$ cat src/rtl/irq_pkg.sv
package irq_pkg;
    typedef enum logic [0:0] {
        ST_IDLE  = 1'b0,
        ST_OFFER = 1'b1
    } irq_state_e;

    localparam int unsigned LVL_LOW  = 0;
    localparam int unsigned LVL_HIGH = 1;
endpackage

$ cat src/rtl/irq_pend_bank.sv
module irq_pend_bank #(
    parameter int N_SRC = 14
) (
    input  logic             clk,
    input  logic             rst,
    input  logic [N_SRC-1:0] set_i,
    input  logic [N_SRC-1:0] clr_i,
    output logic [N_SRC-1:0] pend_o
);
    logic [N_SRC-1:0] pend_q;

    always_ff @(posedge clk) begin
        if (rst) pend_q <= '0;
        else     pend_q <= (pend_q & ~clr_i) | set_i;
    end

    assign pend_o = pend_q;

    for (genvar g = 0; g < N_SRC; g++) begin : g_chk

        evt_sets_flag_chk: assert property (@(posedge clk) disable iff (rst)
            set_i[g] |=> pend_o[g]);
    end
endmodule

$ cat src/rtl/irq_lowest.sv
module irq_lowest #(
    parameter int N_SRC = 14,
    parameter int IDX_W = 4
) (
    input  logic [N_SRC-1:0] req_i,
    output logic             any_o,
    output logic [IDX_W-1:0] idx_o
);
    always_comb begin
        any_o = 1'b0;
        idx_o = '0;
        for (int i = N_SRC - 1; i >= 0; i--) begin
            if (req_i[i]) begin
                any_o = 1'b1;
                idx_o = IDX_W'(i);
            end
        end
    end
endmodule

$ cat src/rtl/irq_gen_gate.sv
module irq_gen_gate (
    input  logic clk,
    input  logic rst,
    input  logic gen_q,
    input  logic insn_done,
    input  logic next_multi,
    output logic eff_o,
    output logic shadow_o
);
    logic shadow_q;

    always_ff @(posedge clk) begin
        if (rst)            shadow_q <= 1'b0;
        else if (insn_done) shadow_q <= gen_q;
    end

    assign eff_o    = gen_q | (shadow_q & ~next_multi);
    assign shadow_o = shadow_q;
endmodule

$ cat src/rtl/irq_vec_ctrl.sv
module irq_vec_ctrl
    import irq_pkg::*;
#(
    parameter int N_SRC     = 14,
    parameter int VEC_W     = 16,
    parameter int VEC_BASE  = 3,
    parameter int VEC_STEP  = 8,
    localparam int IDX_W    = (N_SRC > 1) ? $clog2(N_SRC) : 1
) (
    input  logic             clk,
    input  logic             rst,
    input  logic [N_SRC-1:0] src_evt,
    input  logic [N_SRC-1:0] pend_clr,
    input  logic             en_wr,
    input  logic [N_SRC-1:0] en_wdata,
    input  logic             prio_wr,
    input  logic [N_SRC-1:0] prio_wdata,
    input  logic             hwclr_wr,
    input  logic [N_SRC-1:0] hwclr_wdata,
    input  logic             gen_wr,
    input  logic             gen_wdata,
    input  logic             insn_done,
    input  logic             next_multi,
    input  logic             take_ack,
    input  logic             reti,
    output logic             take_irq,
    output logic [IDX_W-1:0] take_idx,
    output logic [VEC_W-1:0] vec_addr,
    output logic [N_SRC-1:0] pend_o,
    output logic             gen_o,
    output logic [1:0]       inserv_o
);
    irq_state_e       state_q, state_n;
    logic [N_SRC-1:0] en_q, prio_q, hwclr_q, pend, clr_mask, req, req_hi, req_lo;
    logic             gen_q, gen_eff, gen_shadow;
    logic             hi_any, lo_any, hi_ok, lo_ok, launch, accept;
    logic [IDX_W-1:0] hi_idx, lo_idx, sel_idx_q;
    logic             sel_lvl_q;
    logic [1:0]       inserv_q, inserv_n;

    always_ff @(posedge clk) begin
        if (rst) begin
            en_q    <= '0;
            prio_q  <= '0;
            hwclr_q <= '0;
            gen_q   <= 1'b0;
        end else begin
            if (en_wr)    en_q    <= en_wdata;
            if (prio_wr)  prio_q  <= prio_wdata;
            if (hwclr_wr) hwclr_q <= hwclr_wdata;
            if (gen_wr)   gen_q   <= gen_wdata;
        end
    end

    irq_gen_gate u_gate (
        .clk(clk), .rst(rst), .gen_q(gen_q), .insn_done(insn_done),
        .next_multi(next_multi), .eff_o(gen_eff), .shadow_o(gen_shadow)
    );

    irq_pend_bank #(.N_SRC(N_SRC)) u_pend (
        .clk(clk), .rst(rst), .set_i(src_evt), .clr_i(clr_mask), .pend_o(pend)
    );

    assign req    = pend & en_q & {N_SRC{gen_eff}};
    assign req_hi = req & prio_q;
    assign req_lo = req & ~prio_q;

    irq_lowest #(.N_SRC(N_SRC), .IDX_W(IDX_W)) u_hi (
        .req_i(req_hi), .any_o(hi_any), .idx_o(hi_idx)
    );
    irq_lowest #(.N_SRC(N_SRC), .IDX_W(IDX_W)) u_lo (
        .req_i(req_lo), .any_o(lo_any), .idx_o(lo_idx)
    );

    assign hi_ok  = hi_any & ~inserv_q[LVL_HIGH];
    assign lo_ok  = lo_any & (inserv_q == 2'b00);
    assign launch = (state_q == ST_IDLE) & insn_done & (hi_ok | lo_ok);
    assign accept = (state_q == ST_OFFER) & take_ack;

    always_comb begin
        clr_mask = pend_clr;
        if (accept && hwclr_q[sel_idx_q]) clr_mask[sel_idx_q] = 1'b1;
    end

    always_comb begin
        inserv_n = inserv_q;
        if (reti) begin
            if (inserv_n[LVL_HIGH]) inserv_n[LVL_HIGH] = 1'b0;
            else                    inserv_n[LVL_LOW]  = 1'b0;
        end
        if (accept) inserv_n[sel_lvl_q] = 1'b1;
    end

    always_comb begin
        state_n = state_q;
        unique case (state_q)
            ST_IDLE:  if (launch) state_n = ST_OFFER;
            ST_OFFER: if (accept) state_n = ST_IDLE;
            default:  state_n = ST_IDLE;
        endcase
    end

    always_ff @(posedge clk) begin
        if (rst) begin
            state_q   <= ST_IDLE;
            sel_idx_q <= '0;
            sel_lvl_q <= 1'b0;
            inserv_q  <= 2'b00;
        end else begin
            state_q  <= state_n;
            inserv_q <= inserv_n;
            if (launch) begin
                sel_idx_q <= hi_ok ? hi_idx : lo_idx;
                sel_lvl_q <= hi_ok;
            end
        end
    end

    always_comb begin
        unique case (state_q)
            ST_OFFER: take_irq = 1'b1;
            default:  take_irq = 1'b0;
        endcase
        take_idx = sel_idx_q;
        vec_addr = VEC_W'(VEC_BASE) + VEC_W'(sel_idx_q) * VEC_W'(VEC_STEP);
    end

    assign pend_o   = pend;
    assign gen_o    = gen_q;
    assign inserv_o = inserv_q;


    offer_at_boundary_chk: assert property (@(posedge clk) disable iff (rst)
        $rose(take_irq) |-> $past(insn_done));

    offer_needs_enable_chk: assert property (@(posedge clk) disable iff (rst)
        $rose(take_irq) |-> ($past(gen_q) || $past(gen_shadow)));

    no_offer_in_high_chk: assert property (@(posedge clk) disable iff (rst)
        take_irq |-> !inserv_q[LVL_HIGH]);

    hi_pick_valid_chk: assert property (@(posedge clk) disable iff (rst)
        hi_any |-> req_hi[hi_idx]);

    idx_in_range_chk: assert property (@(posedge clk) disable iff (rst)
        take_irq |-> (int'(take_idx) < N_SRC));

    reti_drops_high_chk: assert property (@(posedge clk) disable iff (rst)
        (reti && inserv_q[LVL_HIGH]) |=> !inserv_q[LVL_HIGH]);
endmodule

$ cat config.mk
export PLATFORM = sky130hd
export DESIGN_NAME = irq_vec_ctrl
export DESIGN_NICKNAME = d
export VERILOG_FILES = /design/src/rtl/irq_pkg.sv /design/src/rtl/irq_pend_bank.sv /design/src/rtl/irq_lowest.sv /design/src/rtl/irq_gen_gate.sv /design/src/rtl/irq_vec_ctrl.sv
export SDC_FILE = /design/constraint.sdc
export NUM_CORES = 1
export LEC_CHECK = 0
export BUFFER_PORTS_ARGS = -buffer_cell sky130_fd_sc_hd__buf_2
export CORE_MARGIN = 2
export CORE_UTILIZATION = 51
export CTS_BUF_LIST = sky130_fd_sc_hd__clkbuf_8 sky130_fd_sc_hd__clkbuf_16
export CTS_CLUSTER_SIZE = 28
export DETAILED_ROUTE_END_ITERATION = 8
export HOLD_SLACK_MARGIN = 0.12
export PLACE_DENSITY = 0.81
export RECOVER_POWER = 50
export SYNTH_ARGS = -nofsm -noshare
export SYNTH_HDL_FRONTEND = slang
export SYNTH_SLANG_ARGS = --single-unit
$ cat constraint.sdc
create_clock -name clk -period 2.6 [get_ports clk]
set_input_delay 0.13 -clock clk [delete_from_list [all_inputs] [get_ports clk]]
set_output_delay 0.13 -clock clk [all_outputs]
set_load 0.01 [all_outputs]
==> run summary, run 1 <==
Final Cycle Share = 0.9187
Final Total Pwr = 2.280 mW
initial core utilization = 0.5269
Mapped Cells = 398
die height = 87.55 um
post-placement cell area = 4021 sq um
leak pwr = 2.288 nW
Max Buffers Root-to-Sink = 2
Synth Warn # = 0
Max FO, Critical Path = 22
Antenna Cells = 0
CTS Sinks = 66
total gr overflow = 0
Wirelength per Cell = 15.81 um
final hold viol count = 0
chip width = 87.55 um
WL final = 10290 um
first-pass GRT wire length = 16440 um
TNS Setup = 0 ns
clock-pin slew on the worst setup and hold paths = 0.07 ns
Synth Cell Area = 3560 sq um
power per cell area = 461.7 nW/um^2
via count = 3556
layout cells sized above 1 = 0.2522
RSZ-0062 raised after global routing = no
Worst setup SP type = flip-flop
core area = 6756 sq um
final cell utilization of the core = 0.7307
vias in the first global route = 3425
io pins = 119
Slew Viols, Final = 0
Peak VDD IR = 272.6 uV
Hold Crit Class = primary input to flip-flop
Starting DRT DRC Count = 181
Worst Tran Pin Value = 1.361 ns
Post CTS Setup Buffer Count = 0
Mapped Avg Cell Area = 8.944 sq um
Final Non-Filler Cells = 651
CTS tree = yes
root buf cell = clkbuf_8
maxcap violations = 0
Worst slew margin = 0.09250
drt pass-1 iters = 5
Synth Register Bits = 66
synthesis-to-layout area growth = 38.70%
# port buffers = 106
post-synthesis async set-or-reset flop share = 0
routed vias/inst = 5.462
synth unique cells = 59
Synth Flop Type = dfxtp_1
CP Class = flip-flop to flip-flop
total global-route track usage = 0.2793
DRC viols = 0
die area = 7664 sq um
RePlAce Congestion = 0.8864
Post-synth EDFFs = 0
CTS Buf Count = 9
post-DP HPWL = 6695 um
Inst Count DP = 561
status = complete, no violations
antenna violations before repair = 0
final instance area = 4937 sq um
post-synth top area share = 0.3712
fmax = 418.6 MHz
Clk Latency, worst-skew pair = 0.34 ns
largest net degree at the start of global routing = 35
final setup fails = 0
clock skew = 0.005565 ns
nets = 648
Crit path arrival time = 2.65 ns
most frequent cells in the layout = buf_2 (101), nor2_1 (75), dlygate4sd3_1 (75)
H-tree depth = 3
ranking of synthesized cells by area = dfxtp_1 (37%), mux2i_1 (13%), nor2_1 (7.9%)
most common cell after layout, fill and taps aside = buf_2
CP Capture Type = flip-flop
Routed Antenna Nets = 0
post-synthesis sequential area ratio = 0.3712
Rows = 30
min cycle time layout = 2.389 ns
leading area contributor after synthesis = dfxtp_1
CP required = 2.87 ns
[flip-flops by register name (all words and copies together), names as in the netlist, 2 cells and up]
register       cells
take_idx           4
u_pend.pend_o     14
hwclr_q           14
prio_q            14
inserv_o           2
en_q              14
[area by class of cell]
cell class,count,area [sq um]
well taps,80,100.1
multi-input cells,284,1957
clock inverters,4,20.02
flip-flops and latches,66,1323
repair buffers,186,1311
clock buffers,11,151.4
inverters,20,75.07
fillers,487,1819
[final timing paths]
check | startpoint | end | slack (ns) | cells after the start
max reg2reg | u_gate.shadow_o | take_idx[1] | 0.21 | 7
min reg2reg | u_gate.shadow_o | u_gate.shadow_o | 0.50 | 2
min | pend_clr[11] | u_pend.pend_o[11] | 0.14 | 4
max | u_gate.shadow_o | take_idx[1] | 0.21 | 7
[cell families (layout without fill, tap and decap cells)]
family,after synthesis,count (layout),share of synthesized area
flops,66,66,0.3712
simple gates,149,149,0.2049
mux,48,48,0.1455
buf+inv,58,221,0.08963
other cells,2,12,0.002110
compound gates,75,75,0.1866
[repair_timing]
item	4_1_cts	5_1_grt
endpoints found under the setup margin	0	1
endpoints found under the hold margin	61	0
hold buffers	75	0
gates resized for setup	0	1
[synth_stat cells (4+ instances only)]
master,n
inv_1,20
o21ai_0,7
nand3b_1,4
mux2i_1,45
o2111ai_2,5
buf_4,18
a21oi_1,9
and3b_1,5
clkbuf_1,11
o2111ai_1,5
a31oi_1,16
nand2_1,21
nor2_1,75
nand3_1,17
nor2b_1,9
buf_1,5
dfxtp_1,66
[per-stage QoR]
step           hold slack (ns)  setup WS [ns]
2_1_floorplan           0.2477         0.5903
3_3_place_gp            0.3336         0.2583
3_5_place_dp            0.3406         0.2043
4_1_cts                 0.1251         0.1767
5_1_grt                 0.1531        0.01944
6_report                0.1392         0.2113
[worst max-delay path, cell delays in order (launching register included)]
cell	delay [ns]
dfxtp_1	0.34
nor2b_4	0.49
o2111a_1	0.29
and4b_4	0.24
a31oi_4	0.27
a2bb2oi_4	0.14
or3_1	0.40
a21oi_1	0.13
[layer usage]
layer / track usage / up-vias / routed length (um) / share of wire
met5: 0 / - / 0 / 0
met4: 0.09371 / 0 / 246 / 0.024
met3: 0.07069 / 24 / 590 / 0.057
met2: 0.4876 / 134 / 5269 / 0.51
met1: 0.3347 / 1677 / 4187 / 0.41
li1: - / 1721 / - / -
[report_power, final]
group	switching, mW	total [mW]	internal [mW]
Sequential	0.0615	1.13	1.07
Clock	0.380	0.764	0.384
Combinational	0.169	0.385	0.216
Total	0.610	2.28	1.67
Note: power is estimated with default switching activity, not from simulation.
==> inputs of run 2 (changes only) <==
--- a/config.mk
+++ b/config.mk
@@ -14,6 +14,7 @@
 export HOLD_SLACK_MARGIN = 0.12
 export PLACE_DENSITY = 0.81
 export RECOVER_POWER = 50
+export SLEW_MARGIN = 5
 export SYNTH_ARGS = -nofsm -noshare
 export SYNTH_HDL_FRONTEND = slang
 export SYNTH_SLANG_ARGS = --single-unit
==> constraint.sdc (replaced) <==
create_clock -name clk -period 2.5 [get_ports clk]
set_input_delay 0.125 -clock clk [delete_from_list [all_inputs] [get_ports clk]]
set_output_delay 0.125 -clock clk [all_outputs]
set_load 0.01 [all_outputs]
==> run summary, run 2 (synthesis gave the netlist of run 1 again) <==
initial core utilization = 0.5269 (unchanged)
Peak VDD IR = 477.1 uV (+75%)
met1 GRT Util = 0.3392 (+0.004532)
CP Class = flip-flop to flip-flop
antenna violations before repair = 0 (unchanged)
die area = 7664 sq um (unchanged)
routed vias/inst = 5.565 (+1.9%)
Sequential Area = 1324 sq um (about the same)
# port buffers = 106 (unchanged)
RSZ-0062 raised after global routing = no
Worst setup SP type = flip-flop
TNS Setup = 0 ns (unchanged)
CTS Sinks = 66 (unchanged)
final hold viol count = 0 (unchanged)
H-tree depth = 3 (unchanged)
drt pass-1 iters = 5 (unchanged)
total global-route track usage = 0.2982 (+0.01892)
gr busiest metal = met2
Inst Count DP = 564 (+0.53%)
most frequent cells in the layout = buf_2 (90), dlygate4sd3_1 (89), nor2_1 (75)
Hold Crit Class = primary input to flip-flop
Starting DRT DRC Count = 287 (+59%)
layout cells sized above 1 = 0.2399 (-0.01232)
met3 Use GR = 0.06692 (-0.003770)
Max Buffers Root-to-Sink = 2 (unchanged)
die height = 87.55 um (unchanged)
CP Capture Type = flip-flop
final instance area = 5144 sq um (+4.2%)
Slew Viols, Final = 0 (unchanged)
Wirelength per Cell = 17.01 um (+7.6%)
final setup fails = 0 (unchanged)
Clk Latency, worst-skew pair = 0.36 ns (+0.02 ns)
fill cell count = 444 (-8.8%)
post-placement cell area = 4044 sq um (+0.56%)
post-DP HPWL = 6614 um (-1.2%)
first-pass GRT wire length = 17350 um (+5.5%)
Max FO, Critical Path = 11 (-50%)
CTS Buf Count = 9 (unchanged)
power per cell area = 490.9 nW/um^2 (+6.3%)
Max stage delay cell, worst path = nor2b_2
worst-path cell chain = nor2b_2 -> o2111ai_1 -> and3_1 -> a31oi_4 -> a2bb2oi_4 -> or3_1 -> a21oi_1
Antenna Cells = 0 (unchanged)
status = complete, no violations
min cycle time layout = 2.312 ns (-0.07709 ns)
Rows = 30 (unchanged)
io pins = 119 (unchanged)
Crit path arrival time = 2.60 ns (-0.05 ns)
Routed Antenna Nets = 0 (unchanged)
synthesis-to-layout area growth = 44.50%
hold_ws = 0.2918 ns (+0.1526 ns)
CTS tree = yes
total gr overflow = 0 (unchanged)
via count = 3740 (+5.2%)
largest net degree at the start of global routing = 53 (+51%)
vias in the first global route = 3657 (+6.8%)
fmax = 432.6 MHz (+3.3%)
Multi-input gate area = 1966 sq um (+0.45%)
Worst Tran Pin Value = 0.7081 ns (-0.6531 ns)
most common cell after layout, fill and taps aside = buf_2
maxcap violations = 0 (unchanged)
clock-pin slew on the worst setup and hold paths = 0.07 ns (about the same)
max incr delay on CP = 0.55 ns (+0.06 ns)
root buf cell = clkbuf_8
Final Non-Filler Cells = 672 (+3.2%)
WL final = 11430 um (+11%)
RePlAce Congestion = 0.8919 (+0.62%)
clock skew = 0.009483 ns (+0.003918 ns)
Worst slew margin = 0.5279 (+0.4354)
chip width = 87.55 um (unchanged)
leak pwr = 2.367 nW (+3.4%)
core area = 6756 sq um (unchanged)
routing usage on met2 = 0.5303 (+0.04270)
CP required = 2.79 ns (-0.08 ns)
DRC viols = 0 (unchanged)
nets = 668 (+3.1%)
Final Cycle Share = 0.9247 (+0.005913)
## run 2: changes by cell type in the layout (fill, tap and decap cells not counted), sizes merged
| cell | change |
|---|---|
| clkbuf | +9 |
| inv | -1 |
| buf | -5 |
| bufinv | +1 |
| clkinv | +2 |
| nor2b | +1 |
| dlygate4sd3 | +14 |
## run 2: final cells by class
class                           count  share of cell area
Clock inverter                      6             0.01265
Multi-Input combinational cell    285              0.3821
Clock buffer                       10             0.02676
Inverter                           20             0.01459
Sequential cell                    66              0.2574
Timing Repair Buffer              205              0.2870
Tap cell                           80             0.01946
## run 2: power by group
part           internal, mW  switching, mW
Clock                 0.489          0.429
Sequential             1.11         0.0648
Combinational         0.239          0.192
Total                  1.84          0.685
## run 2: per-layer routing
layer,vias to the layer above,part of all wire
met4,0,0.036
met5,-,0
met1,1753,0.40
met3,41,0.066
met2,177,0.50
li1,1769,-
## run 2: per-stage QoR
| step | total power, mW | util | setup slack, ns |
|---|---|---|---|
| floorplan | 1.394 | - | 0.4903 |
| detailed placement | 1.500 | 0.5985 | 0.09656 |
| CTS | 2.507 | 0.7604 | 0.09369 |
| finish | 2.525 | 0.7613 | 0.1884 |
| global route | 2.610 | 0.7613 | 0.03549 |
| global placement | 1.491 | 0.5985 | 0.1851 |
## run 2: worst paths after layout
kind	to	cells after the start	from	slack (ns)
hold / removal	en_q[1]	3	en_wr	0.29
setup reg to reg	take_idx[1]	7	u_gate.shadow_o	0.19
setup / recovery	take_idx[1]	7	u_gate.shadow_o	0.19
hold reg to reg	en_q[1]	2	en_q[1]	0.52
## run 2: repair_timing
action | 4_1_cts | 5_1_grt
setup buffers | 0 | 2
gates resized for setup | 0 | 2
endpoints found under the hold margin | 61 | 0
endpoints found under the setup margin | 0 | 12
hold buffers | 89 | 0
## run 2: worst max-delay path: cells and delay by family (launching register included)
kind / cells / cell delay [ns]
AO/OA/AOI/OAI: 4 / 0.71
flip-flops: 1 / 0.37
AND/OR/NAND/NOR: 3 / 1.16
==> inputs of run 3 (changes only) <==
==> constraint.sdc (replaced) <==
create_clock -name clk -period 2.2 [get_ports clk]
set_input_delay 0.11 -clock clk [delete_from_list [all_inputs] [get_ports clk]]
set_output_delay 0.11 -clock clk [all_outputs]
set_load 0.01 [all_outputs]
==> run summary, run 3 (synthesis gave the netlist of run 1 again) <==
min cycle time layout = 2.137 ns (-0.1742 ns)
Comb power frac = 0.180 (+0.009)
CP required = 2.48 ns (-0.31 ns)
die height = 87.55 um (unchanged)
most common cell after layout, fill and taps aside = buf_2
setup slack, reg-to-reg = 0.06 ns (-0.13 ns)
die area = 7664 sq um (unchanged)
Max Buffers Root-to-Sink = 2 (unchanged)
# port buffers = 106 (unchanged)
Slew Viols, Final = 0 (unchanged)
clock-pin slew on the worst setup and hold paths = 0.07 ns (about the same)
initial core utilization = 0.5269 (unchanged)
met3 Use GR = 0.08011 (+0.01320)
Routed Antenna Nets = 0 (unchanged)
Crit path arrival time = 2.42 ns (-0.18 ns)
layout cells sized above 1 = 0.2778 (+0.03791)
final setup fails = 0 (unchanged)
Peak VDD IR = 410.8 uV (-14%)
leak pwr = 2.494 nW (+5.4%)
worst r2r src = take_idx[0]
Antenna Cells = 0 (unchanged)
clock power share = 0.357 (-0.006)
post-DP HPWL = 7002 um (+5.9%)
reg2reg end = u_pend.pend_o[3]
chip width = 87.55 um (unchanged)
worst r2r path cells = 9 (+2)
most frequent cells in the layout = buf_2 (95), dlygate4sd3_1 (85), nor2_1 (74)
CP most frequent cell = buf_4
family with the most delay on the worst path = multiplexers
DRC viols = 0 (unchanged)
CP Class = flip-flop to flip-flop
via count = 3900 (+4.3%)
Final Cycle Share = 0.9716 (+0.04691)
largest net degree at the start of global routing = 28 (-47%)
HP Start = rst
fmax = 467.9 MHz (+8.2%)
Buf+Inv Stages, Crit Path = 2 (+2)
drt pass-1 iters = 5 (unchanged)
Wirelength per Cell = 17.18 um (+1.0%)
CTS Buf Count = 9 (unchanged)
Hold EP = hwclr_q[13]
Worst setup SP type = flip-flop
core area = 6756 sq um (unchanged)
antenna violations before repair = 0 (unchanged)
power per cell area = 539.4 nW/um^2 (+9.9%)
synthesis-to-layout area growth = 49.53%
routed vias/inst = 5.636 (+1.3%)
routing usage on met2 = 0.5455 (+0.01515)
CTS Sinks = 66 (unchanged)
root buf cell = clkbuf_8
NetSw = 0.7495 mW (+9.3%)
Rows = 30 (unchanged)
CTS tree = yes
worst-path cell chain = mux4_2 -> nor2b_1 -> a211oi_2 -> buf_4 -> a2111oi_4 -> buf_4 -> nand3_1 -> a31oi_1 -> nor2_1
cell-internal power = 2.121 mW (+15%)
status = complete, no violations
RePlAce Congestion = 0.9395 (+5.3%)
first-pass GRT wire length = 17930 um (+3.3%)
WL final = 11890 um (+4.0%)
met1 GRT Util = 0.3406 (+0.001355)
nets = 688 (+3.0%)
total global-route track usage = 0.3034 (+0.005216)
Max FO, Critical Path = 7 (-4)
Clk Latency, worst-skew pair = 0.35 ns (about the same)
Starting DRT DRC Count = 268 (-6.6%)
maxcap violations = 0 (unchanged)
sw frac = 0.2611 (-0.01042)
final hold viol count = 0 (unchanged)
total gr overflow = 0 (unchanged)
io pins = 119 (unchanged)
H-tree depth = 3 (unchanged)
max incr delay on CP = 0.50 ns (-0.05 ns)
Hold Crit Class = primary input to flip-flop
hold path depth = 2 (-1)
Max stage delay cell, worst path = mux4_2
hold_ws = 0.1271 ns (-0.1647 ns)
vias in the first global route = 3787 (+3.6%)
CP Capture Type = flip-flop
final cell utilization of the core = 0.7878 (+0.02648)
TNS Setup = 0 ns (unchanged)
clock skew = 0.01017 ns (+0.0006891 ns)
sequential share of power = 0.463 (-0.003)
gr busiest metal = met2
[run 3: cell types whose count changed in the layout (fill, tap and decap cells not counted), sizes merged]
cell,previous run,this run
clkinvlp,1,0
dlygate4sd3,89,85
clkinv,3,1
nor2b,11,10
inv,21,23
buf,100,130
clkbuf,26,22
[run 3: power by group through the flow]
| stage | registers [mW] | logic (mW) | clock network, mW |
|---|---|---|---|
| after floorplan | 1.34 | 0.244 | 0 |
| after global placement | 1.35 | 0.362 | 0 |
| after detailed placement | 1.35 | 0.372 | 0 |
| after CTS | 1.33 | 0.488 | 1.03 |
| after global routing | 1.34 | 0.555 | 1.10 |
| final | 1.33 | 0.517 | 1.02 |
[run 3: cell type report]
cell class,count,area [sq um]
fill,411,1434
inverter,20,75.07
clock inverter,5,46.29
timing repair buffer,226,1650
multi-input combinational,284,1974
tap,80,100.1
clock buffer,11,151.4
sequential,66,1325
[run 3: repair_timing]
action	CTS	global route
pin swaps	2	5
hold buffers	85	0
buffers inserted	1	6
endpoints found under the hold margin	61	0
gates resized for setup	1	8
endpoints found under the setup margin	2	12
[run 3: metal layers]
metal,vias up,part of all wire
met2,256,0.50
met4,0,0.038
li1,1797,-
met1,1794,0.38
met3,53,0.079
met5,-,0
[run 3: per-stage QoR]
stage	instance area, sq um	setup slack (ns)	power, mW	instances
after floorplan	3597	0.1903	1.584	408
after global placement	4207	0.02630	1.711	584
after detailed placement	4207	0.001878	1.723	584
after CTS	5264	0.006432	2.848	686
after global routing	5323	-0.03488	2.992	692
final	5323	0.06257	2.871	692
[run 3: worst max path at each step]
| stage | slack [ns] | depth (start not counted) | end | startpoint |
|---|---|---|---|---|
| 6_report | 0.06 | 9 | u_pend.pend_o[3] | take_idx[0] |
| 2_1_floorplan | 0.19 | 8 | u_pend.pend_o[10] | take_idx[0] |
| 4_1_cts | 0.006 | 8 | take_idx[1] | u_gate.shadow_o |
| 5_1_grt | -0.03 | 10 | take_idx[0] | u_gate.shadow_o |
| 3_5_place_dp | 0.002 | 7 | u_pend.pend_o[4] | take_idx[0] |
| 3_3_place_gp | 0.03 | 7 | u_pend.pend_o[3] | take_idx[0] |
